===== config.mk =====
export PLATFORM = sky130hd
export DESIGN_NAME = scan_access_port
export DESIGN_NICKNAME = d
export VERILOG_FILES = /design/src/rtl/sap_pkg.sv /design/src/rtl/sap_fsm.sv /design/src/rtl/sap_ireg.sv /design/src/rtl/sap_dregs.sv /design/src/rtl/sap_tdo.sv /design/src/rtl/scan_access_port.sv
export SDC_FILE = /design/constraint.sdc
export NUM_CORES = 1
export LEC_CHECK = 0
export BUFFER_PORTS_ARGS = -buffer_cell sky130_fd_sc_hd__buf_2
export CAP_MARGIN = 20
export CORE_UTILIZATION = 52
export DETAILED_ROUTE_END_ITERATION = 10
export PLACE_DENSITY = 0.75
export SLEW_MARGIN = 20
export SYNTH_ARGS = -nofsm -noshare
export SYNTH_HDL_FRONTEND = slang
export SYNTH_SLANG_ARGS = --single-unit

===== constraint.sdc =====
create_clock -name tck -period 1.71 [get_ports tck]
set_clock_uncertainty 0.1 [all_clocks]
set_input_delay 0.342 -clock tck [delete_from_list [all_inputs] [get_ports tck]]
set_output_delay 0.342 -clock tck [all_outputs]
set_load 0.01 [all_outputs]

===== src/rtl/sap_pkg.sv =====
package sap_pkg;

    localparam int IR_W   = 4;
    localparam int VER_W  = 4;
    localparam int PART_W = 10;
    localparam int FAM_W  = 6;
    localparam int MFR_W  = 11;
    localparam int ID_W   = VER_W + PART_W + FAM_W + MFR_W + 1;

    typedef enum logic [3:0] {
        TS_RESET, TS_IDLE,
        TS_SEL_DR, TS_CAP_DR, TS_SHF_DR, TS_EX1_DR, TS_PAU_DR, TS_EX2_DR, TS_UPD_DR,
        TS_SEL_IR, TS_CAP_IR, TS_SHF_IR, TS_EX1_IR, TS_PAU_IR, TS_EX2_IR, TS_UPD_IR
    } tap_state_t;

    typedef enum logic [2:0] {
        PATH_BYPASS, PATH_IDCODE, PATH_BOUNDARY,
        PATH_RING1, PATH_RING2, PATH_CFGWR, PATH_RDBACK
    } path_t;

    typedef struct packed {
        path_t path;
        logic  extest;
    } decode_t;

    function automatic tap_state_t tap_next(input tap_state_t s, input logic tms);
        tap_state_t n;
        case (s)
            TS_RESET:  n = tms ? TS_RESET  : TS_IDLE;
            TS_IDLE:   n = tms ? TS_SEL_DR : TS_IDLE;
            TS_SEL_DR: n = tms ? TS_SEL_IR : TS_CAP_DR;
            TS_CAP_DR: n = tms ? TS_EX1_DR : TS_SHF_DR;
            TS_SHF_DR: n = tms ? TS_EX1_DR : TS_SHF_DR;
            TS_EX1_DR: n = tms ? TS_UPD_DR : TS_PAU_DR;
            TS_PAU_DR: n = tms ? TS_EX2_DR : TS_PAU_DR;
            TS_EX2_DR: n = tms ? TS_UPD_DR : TS_SHF_DR;
            TS_UPD_DR: n = tms ? TS_SEL_DR : TS_IDLE;
            TS_SEL_IR: n = tms ? TS_RESET  : TS_CAP_IR;
            TS_CAP_IR: n = tms ? TS_EX1_IR : TS_SHF_IR;
            TS_SHF_IR: n = tms ? TS_EX1_IR : TS_SHF_IR;
            TS_EX1_IR: n = tms ? TS_UPD_IR : TS_PAU_IR;
            TS_PAU_IR: n = tms ? TS_EX2_IR : TS_PAU_IR;
            TS_EX2_IR: n = tms ? TS_UPD_IR : TS_SHF_IR;
            TS_UPD_IR: n = tms ? TS_SEL_DR : TS_IDLE;
            default:   n = TS_RESET;
        endcase
        return n;
    endfunction

    function automatic logic [PART_W-1:0] bit_reverse(input logic [PART_W-1:0] v);
        logic [PART_W-1:0] r;
        for (int i = 0; i < PART_W; i++) r[i] = v[PART_W-1-i];
        return r;
    endfunction

    function automatic logic [ID_W-1:0] build_idword(
        input logic [VER_W-1:0]  ver,
        input logic [PART_W-1:0] size,
        input logic [FAM_W-1:0]  fam,
        input logic [MFR_W-1:0]  mfr
    );
        return {ver, bit_reverse(size), fam, mfr, 1'b1};
    endfunction

endpackage


===== src/rtl/sap_fsm.sv =====
module sap_fsm
    import sap_pkg::*;
(
    input  logic       tck,
    input  logic       rst,
    input  logic       tms,
    output tap_state_t state
);

    always_ff @(posedge tck) begin
        if (rst) state <= TS_RESET;
        else     state <= tap_next(state, tms);
    end

    // run length of consecutive high mode-select samples, saturating at five
    logic [2:0] ones_run;
    always_ff @(posedge tck) begin
        if (rst)                    ones_run <= 3'd0;
        else if (!tms)              ones_run <= 3'd0;
        else if (ones_run != 3'd5)  ones_run <= ones_run + 3'd1;
    end

    p_five_ones_reset_r1: assert property (@(posedge tck) disable iff (rst)
        (ones_run == 3'd5) |-> (state == TS_RESET));

    p_update_from_exit_r2: assert property (@(posedge tck) disable iff (rst)
        (state == TS_UPD_DR) |-> ($past(state) == TS_EX1_DR || $past(state) == TS_EX2_DR));

endmodule


===== src/rtl/sap_ireg.sv =====
module sap_ireg
    import sap_pkg::*;
#(
    parameter logic [IR_W-1:0] OP_EXTEST = 4'h0,
    parameter logic [IR_W-1:0] OP_SAMPLE = 4'h1,
    parameter logic [IR_W-1:0] OP_RING1  = 4'h2,
    parameter logic [IR_W-1:0] OP_RING2  = 4'h3,
    parameter logic [IR_W-1:0] OP_CFGWR  = 4'h4,
    parameter logic [IR_W-1:0] OP_RDBACK = 4'h5,
    parameter logic [IR_W-1:0] OP_IDCODE = 4'h6,
    parameter bit              IDCODE_EN = 1'b1
) (
    input  logic       tck,
    input  logic       rst,
    input  logic       tdi,
    input  tap_state_t state,
    output logic       ir_lsb,
    output decode_t    dec
);

    localparam logic [IR_W-1:0] OP_BYPASS   = '1;
    localparam logic [IR_W-1:0] RESET_OP    = IDCODE_EN ? OP_IDCODE : OP_BYPASS;
    localparam logic [IR_W-1:0] CAPTURE_PAT = {{(IR_W-1){1'b0}}, 1'b1};

    logic [IR_W-1:0] ir_sr;
    logic [IR_W-1:0] instr;

    always_ff @(posedge tck) begin
        if (rst) begin
            ir_sr <= CAPTURE_PAT;
            instr <= RESET_OP;
        end else begin
            case (state)
                TS_CAP_IR: ir_sr <= CAPTURE_PAT;
                TS_SHF_IR: ir_sr <= {tdi, ir_sr[IR_W-1:1]};
                default:   ir_sr <= ir_sr;
            endcase
            if (state == TS_RESET)       instr <= RESET_OP;
            else if (state == TS_UPD_IR) instr <= ir_sr;
        end
    end

    assign ir_lsb = ir_sr[0];

    always_comb begin
        dec.path   = PATH_BYPASS;
        dec.extest = 1'b0;
        if (instr == OP_EXTEST) begin
            dec.path   = PATH_BOUNDARY;
            dec.extest = 1'b1;
        end else if (instr == OP_SAMPLE)              dec.path = PATH_BOUNDARY;
        else if (instr == OP_RING1)                   dec.path = PATH_RING1;
        else if (instr == OP_RING2)                   dec.path = PATH_RING2;
        else if (instr == OP_CFGWR)                   dec.path = PATH_CFGWR;
        else if (instr == OP_RDBACK)                  dec.path = PATH_RDBACK;
        else if (IDCODE_EN && instr == OP_IDCODE)     dec.path = PATH_IDCODE;
    end

    p_tlr_loads_default_r1: assert property (@(posedge tck) disable iff (rst)
        (state == TS_RESET) |=> (instr == RESET_OP));

    p_capture_ir_r3: assert property (@(posedge tck) disable iff (rst)
        (state == TS_CAP_IR) |=> (ir_sr == CAPTURE_PAT));

    p_update_ir_r3: assert property (@(posedge tck) disable iff (rst)
        (state == TS_UPD_IR) |=> (instr == $past(ir_sr)));

endmodule


===== src/rtl/sap_dregs.sv =====
module sap_dregs
    import sap_pkg::*;
#(
    parameter logic [ID_W-1:0] IDWORD = '1
) (
    input  logic       tck,
    input  logic       rst,
    input  logic       tdi,
    input  tap_state_t state,
    input  decode_t    dec,
    output logic       byp_q,
    output logic       id_lsb
);

    logic [ID_W-1:0] id_sr;
    logic            id_sel;

    assign id_sel = (dec.path == PATH_IDCODE);

    always_ff @(posedge tck) begin
        if (rst) begin
            byp_q <= 1'b0;
            id_sr <= '0;
        end else begin
            if (state == TS_CAP_DR)      byp_q <= 1'b0;
            else if (state == TS_SHF_DR) byp_q <= tdi;

            if (id_sel && state == TS_CAP_DR)      id_sr <= IDWORD;
            else if (id_sel && state == TS_SHF_DR) id_sr <= {tdi, id_sr[ID_W-1:1]};
        end
    end

    assign id_lsb = id_sr[0];

    p_id_capture_r4: assert property (@(posedge tck) disable iff (rst)
        (state == TS_CAP_DR && id_sel) |=> (id_lsb == 1'b1));

    p_bypass_capture_r5: assert property (@(posedge tck) disable iff (rst)
        (state == TS_CAP_DR) |=> (byp_q == 1'b0));

    p_bypass_shift_r5: assert property (@(posedge tck) disable iff (rst)
        (state == TS_SHF_DR) |=> (byp_q == $past(tdi)));

endmodule


===== src/rtl/sap_tdo.sv =====
module sap_tdo
    import sap_pkg::*;
(
    input  logic       tck,
    input  logic       rst,
    input  tap_state_t state,
    input  decode_t    dec,
    input  logic       ir_lsb,
    input  logic       byp_q,
    input  logic       id_lsb,
    input  logic       bscan_so,
    input  logic       ring1_so,
    input  logic       ring2_so,
    input  logic       rdback_so,
    output logic       tdo,
    output logic       tdo_oe
);

    logic serial;
    logic shifting;

    assign shifting = (state == TS_SHF_DR) || (state == TS_SHF_IR);

    always_comb begin
        if (state == TS_SHF_IR) serial = ir_lsb;
        else begin
            case (dec.path)
                PATH_IDCODE:   serial = id_lsb;
                PATH_BOUNDARY: serial = bscan_so;
                PATH_RING1:    serial = ring1_so;
                PATH_RING2:    serial = ring2_so;
                PATH_RDBACK:   serial = rdback_so;
                default:       serial = byp_q;
            endcase
        end
    end

    always_ff @(negedge tck) begin
        if (rst) begin
            tdo    <= 1'b0;
            tdo_oe <= 1'b0;
        end else begin
            tdo    <= serial;
            tdo_oe <= shifting;
        end
    end

    p_oe_in_shift_r10: assert property (@(posedge tck) disable iff (rst)
        tdo_oe |-> shifting);

endmodule


===== src/rtl/scan_access_port.sv =====
module scan_access_port
    import sap_pkg::*;
#(
    parameter logic [IR_W-1:0]   OP_EXTEST = 4'h0,
    parameter logic [IR_W-1:0]   OP_SAMPLE = 4'h1,
    parameter logic [IR_W-1:0]   OP_RING1  = 4'h2,
    parameter logic [IR_W-1:0]   OP_RING2  = 4'h3,
    parameter logic [IR_W-1:0]   OP_CFGWR  = 4'h4,
    parameter logic [IR_W-1:0]   OP_RDBACK = 4'h5,
    parameter logic [IR_W-1:0]   OP_IDCODE = 4'h6,
    parameter bit                IDCODE_EN = 1'b1,
    parameter logic [VER_W-1:0]  ID_VER    = 4'h3,
    parameter logic [PART_W-1:0] ID_SIZE   = 10'd20,
    parameter logic [FAM_W-1:0]  ID_FAM    = 6'h13,
    parameter logic [MFR_W-1:0]  ID_MFR    = 11'h2A5
) (
    input  logic tck,
    input  logic rst,
    input  logic tms,
    input  logic tdi,
    output logic tdo,
    output logic tdo_oe,
    output logic dr_capture,
    output logic dr_shift,
    output logic dr_update,
    output logic sel_boundary,
    output logic extest_mode,
    output logic sel_ring1,
    output logic sel_ring2,
    output logic sel_cfgwr,
    output logic sel_rdback,
    input  logic bscan_so,
    input  logic ring1_so,
    input  logic ring2_so,
    input  logic rdback_so,
    output logic cfg_wr_data,
    output logic cfg_wr_strobe
);

    localparam logic [ID_W-1:0] IDWORD = build_idword(ID_VER, ID_SIZE, ID_FAM, ID_MFR);

    tap_state_t state;
    decode_t    dec;
    logic       ir_lsb, byp_q, id_lsb;

    sap_fsm u_fsm (.tck(tck), .rst(rst), .tms(tms), .state(state));

    sap_ireg #(
        .OP_EXTEST(OP_EXTEST), .OP_SAMPLE(OP_SAMPLE), .OP_RING1(OP_RING1),
        .OP_RING2(OP_RING2),   .OP_CFGWR(OP_CFGWR),   .OP_RDBACK(OP_RDBACK),
        .OP_IDCODE(OP_IDCODE), .IDCODE_EN(IDCODE_EN)
    ) u_ireg (
        .tck(tck), .rst(rst), .tdi(tdi), .state(state), .ir_lsb(ir_lsb), .dec(dec)
    );

    sap_dregs #(.IDWORD(IDWORD)) u_dregs (
        .tck(tck), .rst(rst), .tdi(tdi), .state(state), .dec(dec),
        .byp_q(byp_q), .id_lsb(id_lsb)
    );

    sap_tdo u_tdo (
        .tck(tck), .rst(rst), .state(state), .dec(dec), .ir_lsb(ir_lsb),
        .byp_q(byp_q), .id_lsb(id_lsb), .bscan_so(bscan_so), .ring1_so(ring1_so),
        .ring2_so(ring2_so), .rdback_so(rdback_so), .tdo(tdo), .tdo_oe(tdo_oe)
    );

    assign dr_capture    = (state == TS_CAP_DR);
    assign dr_shift      = (state == TS_SHF_DR);
    assign dr_update     = (state == TS_UPD_DR);
    assign sel_boundary  = (dec.path == PATH_BOUNDARY);
    assign extest_mode   = dec.extest;
    assign sel_ring1     = (dec.path == PATH_RING1);
    assign sel_ring2     = (dec.path == PATH_RING2);
    assign sel_cfgwr     = (dec.path == PATH_CFGWR);
    assign sel_rdback    = (dec.path == PATH_RDBACK);
    assign cfg_wr_data   = tdi;
    assign cfg_wr_strobe = dr_shift && sel_cfgwr;

endmodule


==> flow_metrics.env, run 1 <==
export IMPL_status="complete, but fails checks"
export IMPL_failed_checks="setup timing"
export IMPL_fp_row_count=22
export IMPL_ios=21
export IMPL_final_common_cell="nor2_1"
export IMPL_synth_seq_cells=47
export IMPL_yosys_top_cells_area="dfxtp_1, nor2_1, a22oi_1"
export IMPL_clock_sinks=47
export IMPL_hold_class="in -> reg"
export IMPL_final_hold_viol_count=0
export IMPL_report_final_setup_viol=45
export IMPL_yosysSeqAreaShare_pct=46.1
export IMPL_dp_hpwl_um=2900
export IMPL_grt_pass1_vias=1875
export IMPL_design_area_mm2=0.00301
export IMPL_switching_power_w=0.000545
export IMPL_multi_input_area_mm2=0.00130
export IMPL_grt_usage_pct=27.7
export IMPL_synth_distinct_cells=41
export IMPL_crit_arrival_ns=1.46
export IMPL_seq_area_um2=960
export IMPL_start_util_pct=54.9
export IMPL_swShare_pct=24.3
export IMPL_worstSetupPathType="reg -> reg"
export IMPL_critPathMaxStageDelay_ns=0.57
export IMPL_pwr_share_clk_pct=39.9
export IMPL_layout_drive_gt1_share_pct=47.8
export IMPL_yosys_area_top_type="dfxtp_1"
export IMPL_holdPathStages=2
export IMPL_max_slew_margin_pct=72.5
export IMPL_grt_ovfl_total=0
export IMPL_synth_top_flop_cell="dfxtp_1"
export IMPL_die_w_um=64.6
export IMPL_worstRegToRegCells=4
export IMPL_hp_start="tms"
export IMPL_root_buffer="clkbuf_8"
export IMPL_netlist_area_mm2=0.00204
export IMPL_drc=0
export IMPL_synth_top_cell_area_share_pct=46.1
export IMPL_vias_per_cell=6.26
export IMPL_critical_path_required_ns=1.03
export IMPL_netlist_instances=243
export IMPL_placed_cells=316
export IMPL_leakagePower_nw=1.16
export IMPL_path_buf_inv=1
export IMPL_slowest_stage="or4b_4"
export IMPL_async_flop_share_pct=0
export IMPL_worstPathCellList="or4b_4, inv_4, nor2_2, nor2_1"
export IMPL_p_comb_share_pct=9.8
export IMPL_wire_per_inst_um=20.4
export IMPL_tightest_slew_ns=0.403
export IMPL_p_int_w=0.00170
export IMPL_worstHoldEndpoint="u_fsm.state[0]"
export IMPL_nets=296
export IMPL_grt_max_degree=33
export IMPL_r2r_slack_ns=-0.44
export IMPL_cts_buffer_depth=2
export IMPL_holdBufCountCts=0
export IMPL_worst_slack_ns=-0.438
export IMPL_antenna_found_initial=0
export IMPL_place_area_mm2=0.00230
export IMPL_syn_to_final_growth_pct=47.4
export IMPL_clock_latency_ns=0.30
export IMPL_grt_pass1_wl_um=8690
export IMPL_fp_coreArea_mm2=0.00372
export IMPL_route_vias_total=2108
export IMPL_pwr_share_seq_pct=50.4
export IMPL_cp_end_kind="flop"
export IMPL_final_cells=337
export IMPL_clk_pin_slew_ns=0.08
export IMPL_ys_warn_count=0
export IMPL_port_buffer_count=20
export IMPL_numCtsBuffers=5
export IMPL_cp_num_cells=4
export IMPL_drv_cap=0
export IMPL_cpLargestDelayFamily="simple AND/OR/NAND/NOR gates"
export IMPL_first_pass_iters=4
export IMPL_crit_path_max_fanout=2
export IMPL_maxSlewViolCount=0
export IMPL_num_antenna_cells=0
export IMPL_synth_nets=251
export IMPL_cts_tree="done"
export IMPL_die_height_um=64.6
export IMPL_drt_total_wl_um=6870
export IMPL_synth_edf_count=0
export IMPL_antenna_left=0
export IMPL_reg2reg_from="u_fsm.state[1]"
export IMPL_drt_initial_drc_count=189
export IMPL_p_total_w=0.00224
export IMPL_r2r_end="u_tdo.tdo_oe"
export IMPL_rsz0062_at_grt="true"
export IMPL_synth_area_per_cell_um2=8.39
export IMPL_fillers=196
export IMPL_dieArea_mm2=0.00418
export IMPL_cp_start_kind="flop"
export IMPL_h_tree_depth=2
export IMPL_finalWeightedCongestion=0.810
export IMPL_ir_worst_vdd_uv=562
export IMPL_hold_worst_slack_ns=0.248
export IMPL_power_density_mw_per_mm2=745
export IMPL_layout_common_cells="nor2_1, dfxtp_1, buf_6"
[per-layer routing]
layer / GRT usage [%] / share of wire [%] / up-vias
met2: 47.5 / 50 / 129
met4: 17.5 / 6.3 / 0
met1: 31.9 / 37 / 1002
met5: 0 / 0 / -
li1: - / - / 930
met3: 4.58 / 6.1 / 47
[layout make-up]
type | instances | share of cell area [%]
Clock buffer | 6 | 2.75
Tap cell | 48 | 2.00
Timing Repair Buffer | 59 | 18.1
Clock inverter | 4 | 1.54
Inverter | 3 | 0.458
Sequential cell | 47 | 31.9
Multi-Input combinational cell | 170 | 43.3
[sequential cells by signal, indices dropped and copies added (netlist names)]
signal / flops
u_fsm.state: 4
u_tdo.tdo: 1
u_ireg.ir_sr: 4
u_ireg.instr: 4
u_tdo.tdo_oe: 1
u_dregs.byp_q: 1
u_dregs.id_sr: 32
[stage by stage]
step | setup TNS (ns) | utilization [%] | worst slack (ns)
2_1_floorplan | -2.55 | - | -0.463
3_3_place_gp | -8.14 | 61.9 | -0.517
3_5_place_dp | -9.07 | 61.9 | -0.633
4_1_cts | -6.31 | 73.6 | -0.575
5_1_grt | -12.02 | 80.9 | -0.564
6_report | -9.22 | 80.9 | -0.438
[kinds of logic after synthesis]
logic type	count (synthesis)	share of synthesized area (%)
xor gates and xnor gates	2	0.859
muxes	5	2.45
and+or+nand+nor	118	27.3
DFF	47	46.1
AOI/OAI and AO/OA	44	16.1
buffers and inverters	27	7.18
[power groups by stage]
stage | logic (W) | registers [W] | clock network, W
floorplan | 0.000113 | 0.00115 | 0.0000110
global placement | 0.000156 | 0.00115 | 0.0000110
detailed placement | 0.000158 | 0.00115 | 0.0000110
CTS | 0.000187 | 0.00113 | 0.000884
global route | 0.000236 | 0.00113 | 0.000934
finish | 0.000219 | 0.00113 | 0.000894
[worst max-delay path by stage]
stage,startpoint,endpoint
after floorplan,u_fsm.state[2],u_tdo.tdo_oe
after global placement,rdback_so,u_tdo.tdo
after detailed placement,rdback_so,u_tdo.tdo
after CTS,u_ireg.instr[2],u_tdo.tdo
after global routing,u_fsm.state[2],u_dregs.id_sr[3]
final,u_fsm.state[1],u_tdo.tdo_oe
[synth_stat cells (all sizes together), types with 2 or more instances]
cell     count
nand2       11
dfxtp       47
clkbuf      11
mux2i        5
nor3        20
buf         12
nand2b       5
a21oi        8
nor2b        4
o21a         2
nor2        60
nand3b       3
a22oi       19
xnor2        2
o22ai        2
inv          4
nand3        4
a21o         2
a2111oi      2
nor3b        3
nor4         3
[timing repair]
| action | in CTS | in global routing |
|---|---|---|
| buffers inserted | 3 | 5 |
| gates resized for setup | 67 | 43 |
| pin swaps | 39 | 19 |
| gates cloned | 3 | 2 |
| endpoints found under the setup margin | 43 | 49 |
(Power assumes the default switching activity.)
==> run 2, diff against run 1 <==
==> constraint.sdc (replaced) <==
create_clock -name tck -period 1.71 [get_ports tck]
set_clock_uncertainty 0.1 [all_clocks]
set_input_delay 0.0855 -clock tck [delete_from_list [all_inputs] [get_ports tck]]
set_output_delay 0.0855 -clock tck [all_outputs]
set_load 0.01 [all_outputs]
==> flow_metrics.env, run 2 (synthesis results as in run 1) <==
export IMPL_grt_usage_pct=30.1
export IMPL_fp_coreArea_mm2=0.00372
export IMPL_antenna_left=0
export IMPL_worst_slack_ns=-0.470
export IMPL_critPathMaxStageDelay_ns=0.38
export IMPL_worstRegToRegCells=4
export IMPL_cp_end_kind="flop"
export IMPL_design_area_mm2=0.00296
export IMPL_port_buffer_count=20
export IMPL_h_tree_depth=2
export IMPL_vias_per_cell=6.00
export IMPL_seq_area_um2=956
export IMPL_crit_path_max_fanout=6
export IMPL_hold_class="in -> reg"
export IMPL_multi_input_area_mm2=0.00127
export IMPL_reg2reg_from="u_ireg.instr[1]"
export IMPL_worstSetupPathType="reg -> reg"
export IMPL_drv_cap=0
export IMPL_ir_worst_vdd_uv=533
export IMPL_grt_pass1_wl_um=9420
export IMPL_num_antenna_cells=0
export IMPL_worstHoldEndpoint="u_dregs.id_sr[19]"
export IMPL_grt_max_degree=25
export IMPL_numCtsBuffers=5
export IMPL_slowest_stage="dfxtp_4"
export IMPL_status="complete, but fails checks"
export IMPL_final_hold_viol_count=0
export IMPL_drt_initial_drc_count=122
export IMPL_largest_reg_flops=32
export IMPL_final_common_cell="nor2_1"
export IMPL_dieArea_mm2=0.00418
export IMPL_fillers=197
export IMPL_crit_arrival_ns=1.49
export IMPL_grt_pass1_vias=1959
export IMPL_clock_sinks=47
export IMPL_cts_buffer_depth=2
export IMPL_place_ws_ns=-0.640
export IMPL_tightest_slew_ns=0.364
export IMPL_hp_start="rst"
export IMPL_holdPathStages=3
export IMPL_drt_total_wl_um=6460
export IMPL_die_w_um=64.6
export IMPL_rsz0062_at_grt="true"
export IMPL_drc=0
export IMPL_hold_worst_slack_ns=0.150
export IMPL_clock_latency_ns=0.31
export IMPL_cp_start_kind="flop"
export IMPL_root_buffer="clkbuf_8"
export IMPL_leakagePower_nw=1.18
export IMPL_top_register="u_dregs.id_sr"
export IMPL_start_util_pct=54.9
export IMPL_r2r_end="u_tdo.tdo"
export IMPL_route_vias_total=2035
export IMPL_critical_path_required_ns=1.02
export IMPL_fp_row_count=22
export IMPL_max_slew_margin_pct=75.7
export IMPL_cts_tree="done"
export IMPL_ios=21
export IMPL_place_area_mm2=0.00230
export IMPL_dp_hpwl_um=2930
export IMPL_nets=298
export IMPL_r2r_slack_ns=-0.47
export IMPL_finalWeightedCongestion=0.798
export IMPL_layout_common_cells="nor2_1, dfxtp_1, buf_4"
export IMPL_failed_checks="setup timing"
export IMPL_die_height_um=64.6
export IMPL_clk_pin_slew_ns=0.10
export IMPL_syn_to_final_growth_pct=45.3
export IMPL_first_pass_iters=4
export IMPL_power_density_mw_per_mm2=754
export IMPL_report_final_setup_viol=37
export IMPL_layout_drive_gt1_share_pct=46.4
export IMPL_maxSlewViolCount=0
export IMPL_worstPathCellList="nor2b_1, a221oi_2, a2111oi_4, o41ai_2"
export IMPL_wire_per_inst_um=19.0
export IMPL_grt_ovfl_total=0
export IMPL_antenna_found_initial=0
==> run 2: worst max-delay path by stage <==
stage                     slack [ns]      endpoint            start  cells after the start
after CTS                      -0.44     u_tdo.tdo  u_ireg.instr[1]                      5
after global placement         -0.55     u_tdo.tdo  u_ireg.instr[1]                      4
after detailed placement       -0.64     u_tdo.tdo  u_ireg.instr[1]                      4
after floorplan                -0.46  u_tdo.tdo_oe   u_fsm.state[2]                      6
after global routing           -0.51     u_tdo.tdo  u_ireg.instr[1]                      4
final                          -0.47     u_tdo.tdo  u_ireg.instr[1]                      4
==> run 2: power breakdown <==
part / internal (W) / switching, W / total (W)
combinational: 0.000103 / 0.000126 / 0.000230
clock: 0.000447 / 0.000429 / 0.000876
sequential: 0.00111 / 0.0000186 / 0.00113
==> run 2: final cells by class <==
cell class                      count  area share [%]
Timing Repair Buffer               61            18.1
Inverter                            3           0.465
Tap cell                           48            2.03
Clock buffer                        5            2.32
Multi-Input combinational cell    170            42.9
Clock inverter                      5            1.86
Sequential cell                    47            32.3
==> run 2: layer usage <==
metal	vias up	share of wire (%)	track usage, %
li1	936	-	-
met1	988	38	33.7
met2	85	52	54.5
met3	26	5.5	6.51
met4	0	4.0	13.1
met5	-	0	0
==> run 2: worst max-delay path: cells and delay by family, from the launching register on <==
family,cells,cell delay [ns]
AOI/OAI and AO/OA,3,0.64
DFF,1,0.38
and+or+nand+nor,1,0.16
==> run 2: metrics by stage <==
| stage | std cells | TNS, ns | util (%) | total power, W |
|---|---|---|---|---|
| 2_1_floorplan | 243 | -2.41 | - | 0.00127 |
| 3_3_place_gp | 314 | -8.06 | 61.8 | 0.00131 |
| 3_5_place_dp | 314 | -8.78 | 61.8 | 0.00132 |
| 4_1_cts | 335 | -8.77 | 75.7 | 0.00219 |
| 5_1_grt | 339 | -10.59 | 79.7 | 0.00230 |
| 6_report | 339 | -8.93 | 79.7 | 0.00223 |
==> run 2: repair_timing <==
item                                   CTS  global route
pin swaps                               34            36
endpoints found under the hold margin    2             0
resized for setup                       60            37
hold buffers                             2             0
cloned                                   4             3
buffers inserted                         6             8
setup endpoints to repair               37            38
